--- src/rtl/dmc_pkg.sv ---
package dmc_pkg;
  typedef enum logic [1:0] {
    RSP_OK      = 2'd0,
    RSP_WAIT    = 2'd1,
    RSP_BLOCKED = 2'd2
  } rsp_e;

  typedef enum logic [1:0] {
    OP_RD_WORD = 2'd0,
    OP_RD_LINE = 2'd1,
    OP_WR_WORD = 2'd2,
    OP_WR_LINE = 2'd3
  } op_e;
endpackage

--- src/rtl/dmc_owner.sv ---
module dmc_owner #(
  parameter int ID_W = 2
) (
  input  logic            clk,
  input  logic            rst,
  input  logic            req_valid,
  input  logic [ID_W-1:0] req_id,
  input  logic            done,
  output logic            is_mine
);
  logic            owned_q;
  logic [ID_W-1:0] owner_q;

  assign is_mine = req_valid && (!owned_q || req_id == owner_q);

  always_ff @(posedge clk) begin
    if (rst) begin
      owned_q <= 1'b0;
      owner_q <= '0;
    end else if (is_mine && done) begin
      owned_q <= 1'b0;
    end else if (req_valid && !owned_q) begin
      owned_q <= 1'b1;
      owner_q <= req_id;
    end
  end

  // ownership persists with the same identifier until completion
  assert_owner_hold_R3: assert property (@(posedge clk) disable iff (rst)
    (owned_q && !(is_mine && done)) |=> (owned_q && owner_q == $past(owner_q)));

  // completion always frees the cache
  assert_owner_release_R3: assert property (@(posedge clk) disable iff (rst)
    (is_mine && done) |=> !owned_q);
endmodule

--- src/rtl/dmc_tags.sv ---
module dmc_tags #(
  parameter int LINES = 16,
  parameter int TAG_W = 10,
  localparam int IDX_W = $clog2(LINES)
) (
  input  logic             clk,
  input  logic             rst,
  input  logic [IDX_W-1:0] idx,
  input  logic [TAG_W-1:0] tag_in,
  input  logic             load_tag,
  input  logic             clr_dirty,
  input  logic             set_dirty,
  output logic             hit,
  output logic             dirty,
  output logic [TAG_W-1:0] tag_out
);
  logic [TAG_W-1:0] tag_mem [LINES];
  logic [LINES-1:0] valid_q;
  logic [LINES-1:0] dirty_q;

  assign tag_out = tag_mem[idx];
  assign hit     = valid_q[idx] && (tag_mem[idx] == tag_in);
  assign dirty   = dirty_q[idx];

  always_ff @(posedge clk) begin
    if (load_tag) tag_mem[idx] <= tag_in;
  end

  always_ff @(posedge clk) begin
    if (rst) begin
      valid_q <= '0;
      dirty_q <= '0;
    end else begin
      if (load_tag)  valid_q[idx] <= 1'b1;
      if (clr_dirty) dirty_q[idx] <= 1'b0;
      else if (set_dirty) dirty_q[idx] <= 1'b1;
    end
  end

  // an accepted write-back leaves the line clean
  assert_evict_clean_R4: assert property (@(posedge clk) disable iff (rst)
    clr_dirty |=> !dirty_q[$past(idx)]);

  // an accepted refill makes the new tag resident
  assert_refill_tag_R5: assert property (@(posedge clk) disable iff (rst)
    load_tag |=> (valid_q[$past(idx)] && tag_mem[$past(idx)] == $past(tag_in)));
endmodule

--- src/rtl/dmc_data.sv ---
module dmc_data #(
  parameter int LINES  = 16,
  parameter int WORDS  = 4,
  parameter int WORD_W = 32,
  localparam int IDX_W  = $clog2(LINES),
  localparam int OFF_W  = $clog2(WORDS),
  localparam int LINE_W = WORDS * WORD_W
) (
  input  logic              clk,
  input  logic [IDX_W-1:0]  idx,
  input  logic [OFF_W-1:0]  off,
  input  logic              wr_line_en,
  input  logic [LINE_W-1:0] wr_line,
  input  logic              wr_word_en,
  input  logic [WORD_W-1:0] wr_word,
  output logic [LINE_W-1:0] rd_line
);
  for (genvar w = 0; w < WORDS; w++) begin : g_bank
    logic [WORD_W-1:0] bank [LINES];
    logic              we;
    logic [WORD_W-1:0] wd;

    assign we = wr_line_en || (wr_word_en && off == OFF_W'(w));
    assign wd = wr_line_en ? wr_line[w*WORD_W +: WORD_W] : wr_word;

    always_ff @(posedge clk) begin
      if (we) bank[idx] <= wd;
    end

    assign rd_line[w*WORD_W +: WORD_W] = bank[idx];
  end
endmodule

--- src/rtl/dmc_latency.sv ---
module dmc_latency #(
  parameter int HIT_DELAY = 2,
  localparam int CNT_W = $clog2(HIT_DELAY + 2)
) (
  input  logic clk,
  input  logic rst,
  input  logic step,
  output logic done
);
  logic [CNT_W-1:0] cnt_q;

  assign done = step && (cnt_q == '0);

  always_ff @(posedge clk) begin
    if (rst)       cnt_q <= CNT_W'(HIT_DELAY);
    else if (done) cnt_q <= CNT_W'(HIT_DELAY);
    else if (step) cnt_q <= cnt_q - 1'b1;
  end

  // after completion the countdown starts again from the full delay
  assert_reload_R7: assert property (@(posedge clk) disable iff (rst)
    done |=> cnt_q == CNT_W'(HIT_DELAY));

  // the counter only moves while the owner hits
  assert_idle_hold_R7: assert property (@(posedge clk) disable iff (rst)
    !step |=> $stable(cnt_q));
endmodule

--- src/rtl/dmc_cache.sv ---
module dmc_cache
  import dmc_pkg::*;
#(
  parameter int ADDR_W    = 16,
  parameter int LINES     = 16,
  parameter int WORDS     = 4,
  parameter int WORD_W    = 32,
  parameter int ID_W      = 2,
  parameter int HIT_DELAY = 2,
  parameter int LINE_W    = WORDS * WORD_W
) (
  input  logic              clk,
  input  logic              rst,
  input  logic              req_valid,
  input  logic [ID_W-1:0]   req_id,
  input  logic [1:0]        req_op,
  input  logic [ADDR_W-1:0] req_addr,
  input  logic [WORD_W-1:0] req_wword,
  input  logic [LINE_W-1:0] req_wline,
  output logic [1:0]        rsp,
  output logic [WORD_W-1:0] rsp_word,
  output logic [LINE_W-1:0] rsp_line,
  output logic              mem_req,
  output logic              mem_we,
  output logic [ADDR_W-1:0] mem_addr,
  output logic [LINE_W-1:0] mem_wline,
  input  logic [1:0]        mem_rsp,
  input  logic [LINE_W-1:0] mem_rline
);
  localparam int IDX_W = $clog2(LINES);
  localparam int OFF_W = $clog2(WORDS);
  localparam int TAG_W = ADDR_W - IDX_W - OFF_W;

  logic [OFF_W-1:0]  a_off;
  logic [IDX_W-1:0]  a_idx;
  logic [TAG_W-1:0]  a_tag;
  logic              mine, hit, dirty, done;
  logic              miss, evict, refill, mem_ok;
  logic [TAG_W-1:0]  old_tag;
  logic [LINE_W-1:0] line_q;
  op_e               op;
  rsp_e              rsp_c;

  assign a_off  = req_addr[OFF_W-1:0];
  assign a_idx  = req_addr[OFF_W +: IDX_W];
  assign a_tag  = req_addr[ADDR_W-1 -: TAG_W];
  assign op     = op_e'(req_op);

  assign miss   = mine && !hit;
  assign evict  = miss && dirty;
  assign refill = miss && !dirty;
  assign mem_ok = (mem_rsp == RSP_OK);

  dmc_owner #(.ID_W(ID_W)) u_owner (
    .clk(clk), .rst(rst), .req_valid(req_valid), .req_id(req_id),
    .done(done), .is_mine(mine)
  );

  dmc_tags #(.LINES(LINES), .TAG_W(TAG_W)) u_tags (
    .clk(clk), .rst(rst), .idx(a_idx), .tag_in(a_tag),
    .load_tag(refill && mem_ok), .clr_dirty(evict && mem_ok),
    .set_dirty(done && (op == OP_WR_WORD || op == OP_WR_LINE)),
    .hit(hit), .dirty(dirty), .tag_out(old_tag)
  );

  dmc_data #(.LINES(LINES), .WORDS(WORDS), .WORD_W(WORD_W)) u_data (
    .clk(clk), .idx(a_idx), .off(a_off),
    .wr_line_en((refill && mem_ok) || (done && op == OP_WR_LINE)),
    .wr_line(refill ? mem_rline : req_wline),
    .wr_word_en(done && op == OP_WR_WORD),
    .wr_word(req_wword),
    .rd_line(line_q)
  );

  dmc_latency #(.HIT_DELAY(HIT_DELAY)) u_lat (
    .clk(clk), .rst(rst), .step(mine && hit), .done(done)
  );

  assign mem_req   = miss;
  assign mem_we    = evict;
  assign mem_addr  = evict ? {old_tag, a_idx, {OFF_W{1'b0}}}
                           : {a_tag,   a_idx, {OFF_W{1'b0}}};
  assign mem_wline = line_q;

  always_comb begin
    if (!mine)     rsp_c = RSP_WAIT;
    else if (miss) rsp_c = RSP_BLOCKED;
    else if (done) rsp_c = RSP_OK;
    else           rsp_c = RSP_WAIT;
  end

  assign rsp      = rsp_c;
  assign rsp_line = line_q;
  assign rsp_word = line_q[a_off*WORD_W +: WORD_W];

  // nothing happens without a request
  assert_idle_quiet_R1: assert property (@(posedge clk) disable iff (rst)
    !req_valid |-> (rsp == 2'd1 && !mem_req));

  // the unused code never appears
  assert_code_range_R2: assert property (@(posedge clk) disable iff (rst)
    rsp != 2'd3);

  // a pending lower-level operation is reported as blocked
  assert_pending_blocked_R6: assert property (@(posedge clk) disable iff (rst)
    mem_req |-> rsp == 2'd2);

  // an unanswered lower-level request is repeated while the owner stays
  assert_retry_R6: assert property (@(posedge clk) disable iff (rst)
    (mem_req && !mem_ok && req_valid && $stable(req_addr)) |=>
      (!req_valid || !$stable(req_addr) || req_id != $past(req_id) || mem_req));
endmodule

--- config.mk ---
export PLATFORM = sky130hd
export DESIGN_NAME = dmc_cache
export DESIGN_NICKNAME = d
export VERILOG_FILES = /design/src/rtl/dmc_pkg.sv /design/src/rtl/dmc_owner.sv /design/src/rtl/dmc_tags.sv /design/src/rtl/dmc_data.sv /design/src/rtl/dmc_latency.sv /design/src/rtl/dmc_cache.sv
export SDC_FILE = /design/constraint.sdc
export NUM_CORES = 2
export LEC_CHECK = 0
export BUFFER_PORTS_ARGS = -buffer_cell sky130_fd_sc_hd__buf_4
export CAP_MARGIN = 5
export CORE_MARGIN = 4
export CORE_UTILIZATION = 30
export DETAILED_ROUTE_END_ITERATION = 16
export SLEW_MARGIN = 10
export SYNTH_ARGS = -nofsm -noshare
export SYNTH_HDL_FRONTEND = slang
export SYNTH_SLANG_ARGS = --single-unit
--- constraint.sdc ---
create_clock -name clk -period 5.4 [get_ports clk]
set_input_delay 0.54 -clock clk [delete_from_list [all_inputs] [get_ports clk]]
set_output_delay 0.54 -clock clk [all_outputs]
set_load 0.005 [all_outputs]
Word-level counts from Yosys, hierarchy flattened
Memory sizes are Yosys's and may differ from the RTL's.
Cells that the tools add are included.
Operators by class
  bitwise operators: 5
  add/subtract/negate cells: 1
  mux-type cells: 27
  shifts and indexed selects: 1
  eq/ne operators: 7
  order comparisons: 2
  reductions and logical operators: 36
Operator list (number)
  $mux 128: 1
  $mux 32: 4
  $shiftx 128x8->32: 1
  $mux 16: 3
  $or 16x16->16: 2
  $logic_and 1x1->1: 19
  $and 16x16->16: 1
  $not 16->16: 1
  $mux 1: 14
  $eq 10x10->1: 1
  $bmux 1 s4: 2
  $eq 2x2->1 const B: 4
  $logic_or 1x1->1: 7
  $logic_not 2->1: 3
  $lt 4x5->1 const B: 1
  $demux 1 s4: 1
  $ge 4x1->1 const B: 1
  $mux 2: 2
  $reduce_or 2->1: 2
  $logic_not 1->1: 3
  $eq 2x1->1 const B: 1
  $eq 2x2->1: 1
  $reduce_and 2->1: 1
  $reduce_bool 2->1: 1
  other kinds (2): 2
Storage, ports and cells
  memories: 5
  output and inout bits: 308
  bits in registers: 37
  word-level logic and storage cells: 89
  bits in writable memories: 2208
Memory list
  u_data.g_bank[0].bank: words 16, width 32, rd ports 1, clocked after memory_dff 0, wr ports 1, line dmc_data.sv:19  | logic [WORD_W-1:0] bank [LINES];
  u_data.g_bank[1].bank: words 16, width 32, rd ports 1, clocked after memory_dff 0, wr ports 1, line dmc_data.sv:19
  u_data.g_bank[2].bank: words 16, width 32, rd ports 1, clocked after memory_dff 0, wr ports 1, line dmc_data.sv:19
  u_data.g_bank[3].bank: words 16, width 32, rd ports 1, clocked after memory_dff 0, wr ports 1, line dmc_data.sv:19
  u_tags.tag_mem: words 16, width 10, rd ports 1, clocked after memory_dff 0, wr ports 1, line dmc_tags.sv:17  | logic [TAG_W-1:0] tag_mem [LINES];

Depth between registers and ports, before layout
  depth in word-level cells: 11
  depth in mapped cells: 15

Modules after synthesis
Synthesis repeated with hierarchy kept, for this count alone.
Second synthesis, totals
  cell total of the unflattened synthesis: 4388
  area total of the unflattened synthesis: 90132.7 um^2
Modules (own cells, without submodules)
  dmc_data: cells each 3523, times used 1, area an instance 78276.3 um^2
  dmc_tags: cells each 498, times used 1, area an instance 8049.0 um^2
  dmc_cache: cells each 341, times used 1, area an instance 3544.6 um^2
  dmc_owner: cells each 15, times used 1, area an instance 158.9 um^2
  dmc_latency: cells each 11, times used 1, area an instance 103.8 um^2

Worst setup path before layout
Ideal clock, no wire load.
  path kind: input to register
  start point: input port req_addr[2]
  end point: memory u_data.g_bank[2].bank[12][0], enable pin
  stages on the path: 11
  buffers on the path: 5
  path slack: 528 ps
  arrival time: 4451 ps
  setup time: 421 ps
  cells stage by stage: buf_2 -> buf_2 -> buf_2 -> mux4_2 -> mux4_2 -> nor2_1 -> and3b_1 -> buf_2 -> a21oi_2 -> buf_2 -> nor2_1
Between the ends
  longest elaborated chain between the ends: 11
RTL lines
  from (decl): line dmc_cache.sv:17  | input logic [ADDR_W-1:0] req_addr,
  $mem_v2 16x10 / $bmux 1 s4 (equally long branches)
  $eq 10x10->1 / $mux 1 (equally long branches): line dmc_tags.sv:22  | assign hit = valid_q[idx] && (tag_mem[idx] == tag_in);
  $logic_and 1x1->1: line dmc_tags.sv:22
  $logic_not 1->1: line dmc_cache.sv:49  | assign miss = mine && !hit;
  $logic_and 1x1->1: line dmc_cache.sv:49
  $logic_and 1x1->1: line dmc_cache.sv:51  | assign refill = miss && !dirty;
  $logic_and 1x1->1: line dmc_cache.sv:68  | .wr_line_en((refill && mem_ok) || (done && op == OP_WR_LINE)),
  $logic_or 1x1->1: line dmc_cache.sv:68
  $logic_or 1x1->1: line dmc_data.sv:23  | assign we = wr_line_en || (wr_word_en && off == OFF_W'(w));
  $mux 1: line dmc_data.sv:27  | if (we) bank[idx] <= wd;
  $mux 1 (not written as such): line dmc_data.sv:27
  to (decl): line dmc_data.sv:19
Parallel ways exist; a longest one is shown, timed or not. The select of a mux whose other input is x is not followed.

Worst setup path in the final report
  start point: memory u_tags.tag_mem[15][7]
  end point: output port mem_addr[6]
Between the ends
  longest elaborated chain between the ends: 7
RTL lines
  from (decl): line dmc_tags.sv:17
  $mem_v2 16x10
  $eq 10x10->1: line dmc_tags.sv:22
  $logic_and 1x1->1: line dmc_tags.sv:22
  $logic_not 1->1: line dmc_cache.sv:49
  $logic_and 1x1->1: line dmc_cache.sv:49
  $logic_and 1x1->1: line dmc_cache.sv:50  | assign evict = miss && dirty;
  $mux 16: line dmc_cache.sv:81  | assign mem_addr = evict ? {old_tag, a_idx, {OFF_W{1'b0}}}
  to (decl): line dmc_cache.sv:25  | output logic [ADDR_W-1:0] mem_addr,
No other way between the ends.

==> Flow_metrics.wiki <==
{| class="wikitable"
! Metric !! Value
|-
| Startpoint of the most critical hold path || req_addr[11]
|-
| Final worst-path setup slack || 0.488 ns
|-
| Final count of hold timing violations || 0
|-
| Detailed placer's ending HPWL || 188000 um
|-
| Fraction of synthesized cell area taken by the top area cell type || 73.0%
|-
| Element type at the critical path end || primary output
|-
| GP Congestion || 0.793
|-
| Area growth from synthesis to layout || 18.7%
|-
| Mapped Cells || 3974
|-
| DRT met1 WL || 110000 um
|-
| Pin count of the biggest net entering global routing || 120
|-
| Pre-antenna DRT Iters || 5
|-
| Biggest area contributors in the synthesized netlist || sky130_fd_sc_hd__edfxtp_1, sky130_fd_sc_hd__mux4_2, sky130_fd_sc_hd__mux2_2
|-
| Number of hold-repair buffers added at the cts stage || 6
|-
| Sinks on Clock Net || 2245
|-
| Minimum clock period || 4.91 ns
|-
| CTS clock-pin slew for the worst setup and hold paths || around 0.06 ns
|-
| Total Die Area || 311000 um^2
|-
| Core Util, Final || 35.9%
|-
| Boundary Pins || between 600 and 700
|-
| Count of filler cells inserted in the layout || 27397
|-
| Antenna violations before repair || 33
|-
| Clock tree buffer depth || 4
|-
| Worst Hold Path EP || u_tags.tag_mem[15][5]
|-
| Routed wire per std cell || about 33 um
|-
| Critical register-to-register path startpoint || u_tags.tag_mem[15][7]
|-
| Total of warnings raised by yosys || 0
|-
| Cells on Worst Hold Path || 1
|-
| Post-synth EDFFs || 2208
|-
| Final worst path period share || 91.0%
|-
| Least-Margin Pin Slew || 1.20 ns
|-
| Critical path arrival || 4.37 ns
|-
| Average footprint of a synthesized cell || 22.8 um^2
|-
| Vias || about 45000
|-
| Highest achievable clock rate || 0.204 GHz
|-
| Floorplan row count || 201
|-
| Total CTS buffers || 218
|-
| Unrepaired setup endpoints after global routing || false
|-
| Worst min-delay path category || in2reg
|-
| Most used standard cell by instance count after synthesis || sky130_fd_sc_hd__edfxtp_1
|-
| Outcome || finished clean
|-
| Worst reg-to-reg path cell count || 10
|-
| Critical register-to-register path endpoint || u_data.g_bank[3].bank[0][28]
|-
| Clock skew || 0.106 ns
|-
| Drt initial violations || between 5000 and 6000
|-
| Post-synth top area cell || sky130_fd_sc_hd__edfxtp_1
|-
| Total congestion overflow after global routing || 0
|-
| # Max-Cap Violations || 0
|-
| Root Buffer Master || sky130_fd_sc_hd__clkbuf_16
|-
| Synth Flop Type || sky130_fd_sc_hd__edfxtp_1
|-
| Synthesis-stage register bit count || between 2000 and 2500
|-
| Remaining max-slew budget at the tightest pin || 19.9%
|-
| Deepest level of the CTS H-tree || 4
|-
| Max Used Layer || met5
|-
| Count of final setup violators || 0
|-
| Worst voltage drop across the vdd grid || slightly below 0.3 mV
|-
| Post-cts sizing count || 0
|-
| Number of setup buffers added after CTS || 0
|-
| Worst setup path category || reg2out
|-
| Length of routed met3 wiring || 25700 um
|-
| Cell area after synthesis || a little over 90000 um^2
|-
| Fraction of final layout cells with drive strength greater than 1 || 43.8%
|-
| Number of nets with antenna violations after routing || 0
|-
| Count of unresolved DRC violations after routing || 0
|-
| Register-to-register setup slack || between 0.9 and 1 ns
|-
| Via count of the first global-routing pass || 45705
|-
| CTS tree || yes
|-
| Final nets || 4964
|-
| Power Density || 342 nW/um^2
|-
| Global-route wire length before repair || 389000 um
|-
| Initial core utilization || 30.2%
|-
| Worst path required time || 4.86 ns
|-
| Worst slack at placement || 0.277 ns
|-
| Horizontal extent of the die || 558 um
|-
| Startpoint kind of the worst setup timing path || flip-flop
|-
| Number of slew-limit violations in the final report || 0
|-
| Vias per inst || approximately 5.2
|-
| P_leak || approximately 34 nW
|-
| Worst-case hold slack || 0.0565 ns
|-
| Setup tns final || 0 ns
|-
| Worst skew pair latency || 0.87 ns
|-
| CP max FO || 20
|-
| Overall routed net length || 290000 um
|-
| Post-synthesis async set-or-reset flop share || 0%
|-
| Core area || between 300000 and 400000 um^2
|-
| Top cells by instance count after synthesis || sky130_fd_sc_hd__edfxtp_1, sky130_fd_sc_hd__mux4_2, sky130_fd_sc_hd__mux2_2
|-
| PortBufs || 618
|-
| Metal2 WL || roughly 140000 um
|-
| All-layer global routing usage || 18.1%
|-
| Portion of the post-synthesis area used by sequential elements || about three quarters
|-
| Distinct cell type count of the synthesized netlist || 64
|-
| Die span in y || 558 um
|}
==> through the flow <==
step / total power [mW] / std cells / instance area [um^2]
after floorplan: 21.3 / 3975 / 90800
after global placement: 23.0 / 8382 / 101000
after detailed placement: 23.0 / 8382 / 101000
after CTS: 37.2 / 8764 / 108000
after global routing: 38.0 / 8766 / 108000
final: 36.9 / 8773 / 108000
==> kinds of logic (layout without fill, tap and decap cells) <==
kind of cell / count (synthesis) / after routing / share of synthesized area (%)
compound gates: 114 / 114 / 0.875
fa+ha+maj: 1 / 1 / 0.0138
other cells: 1 / 11 / 0.00413
flops: 2245 / 2245 / 73.9
buf+inv: 364 / 1195 / 2.40
simple gates: 216 / 216 / 1.04
mux: 1020 / 1020 / 21.7
xor+xnor: 13 / 13 / 0.125
==> power by group <==
part / switching (mW) / internal (mW) / total [mW]
Clock: 6.37 / 7.89 / 14.3
Sequential: 0.0134 / 19.3 / 19.3
Combinational: 1.97 / 1.32 / 3.29
Total: 8.35 / 28.5 / 36.9
==> area by class of cell <==
cell class / instances / area [um^2] / share of cell area [%]
antenna: 9 / 22.5 / 0.0209
clock buffer: 273 / 5730 / 5.31
clock inverter: 103 / 753 / 0.699
inverter: 12 / 52.6 / 0.0488
multi-input combinational: 1366 / 22100 / 20.5
sequential: 2245 / 67000 / 62.2
tap: 3958 / 4950 / 4.60
timing repair buffer: 807 / 7120 / 6.61
==> cells in the final DEF, fill, tap and decap left out, types with 5 or more instances in the layout <==
cell type	instances
sky130_fd_sc_hd__a22oi_1	9
sky130_fd_sc_hd__a32oi_1	5
sky130_fd_sc_hd__clkbuf_16	221
sky130_fd_sc_hd__inv_1	9
sky130_fd_sc_hd__xnor2_1	5
sky130_fd_sc_hd__edfxtp_1	2208
sky130_fd_sc_hd__mux2_4	100
sky130_fd_sc_hd__xor2_1	8
sky130_fd_sc_hd__a21oi_1	37
sky130_fd_sc_hd__dfxtp_1	37
sky130_fd_sc_hd__nor2b_1	9
sky130_fd_sc_hd__a211oi_1	20
sky130_fd_sc_hd__mux2_1	25
sky130_fd_sc_hd__mux4_2	699
sky130_fd_sc_hd__nor3_1	8
sky130_fd_sc_hd__clkinv_2	34
sky130_fd_sc_hd__o21ai_0	10
sky130_fd_sc_hd__dlygate4sd3_1	6
sky130_fd_sc_hd__clkinv_1	49
sky130_fd_sc_hd__nor2_1	69
sky130_fd_sc_hd__buf_4	716
sky130_fd_sc_hd__buf_12	82
sky130_fd_sc_hd__diode_2	9
sky130_fd_sc_hd__mux2_2	148
sky130_fd_sc_hd__bufinv_16	9
sky130_fd_sc_hd__nand2b_1	5
sky130_fd_sc_hd__nor2_4	64
sky130_fd_sc_hd__clkbuf_1	52
sky130_fd_sc_hd__nand2_1	33
sky130_fd_sc_hd__nand3_1	7
sky130_fd_sc_hd__mux2i_1	48
==> worst max path at each step <==
stage | slack (ns) | cells after the start | startpoint | end
after detailed placement | 0.28 | 12 | req_addr[5] | u_data.g_bank[3].bank[1][5]
final | 0.49 | 12 | u_tags.tag_mem[15][7] | mem_addr[6]
after global routing | 0.29 | 12 | u_tags.tag_mem[15][7] | mem_addr[6]
after CTS | 0.46 | 7 | req_addr[3] | rsp_word[21]
after floorplan | 0.53 | 11 | req_addr[2] | u_data.g_bank[2].bank[12][0]
after global placement | 0.27 | 11 | req_addr[3] | u_data.g_bank[3].bank[6][4]
==> worst max-delay path: stages, from the launching register on <==
cell and delay [ns]:
sky130_fd_sc_hd__edfxtp_1 0.36, sky130_fd_sc_hd__mux4_2 0.48, sky130_fd_sc_hd__nor2b_1 0.15, sky130_fd_sc_hd__a211oi_1 0.10
sky130_fd_sc_hd__a311o_1 0.43, sky130_fd_sc_hd__nor4_2 0.34, sky130_fd_sc_hd__nand4_1 0.31, sky130_fd_sc_hd__buf_4 0.29
sky130_fd_sc_hd__nand4_1 0.10, sky130_fd_sc_hd__buf_4 0.27, sky130_fd_sc_hd__a211oi_1 0.09, sky130_fd_sc_hd__a21oi_1 0.39
sky130_fd_sc_hd__buf_4 0.20
==> flip-flops by register name, summed over array words and instances (netlist names), named ones only <==
name and flops:
u_lat.cnt_q 2, u_owner.owner_q 2, u_tags.valid_q 16, u_owner.owned_q 1, u_tags.tag_mem 160, u_data.g_bank.bank 2048
==> layer usage <==
metal,up-vias,track usage (%)
met4,12,7.80
met2,2310,29.6
li1,18087,-
met3,373,4.06
met5,-,0
met1,24541,23.3
Power figures use the tool's default switching activity.
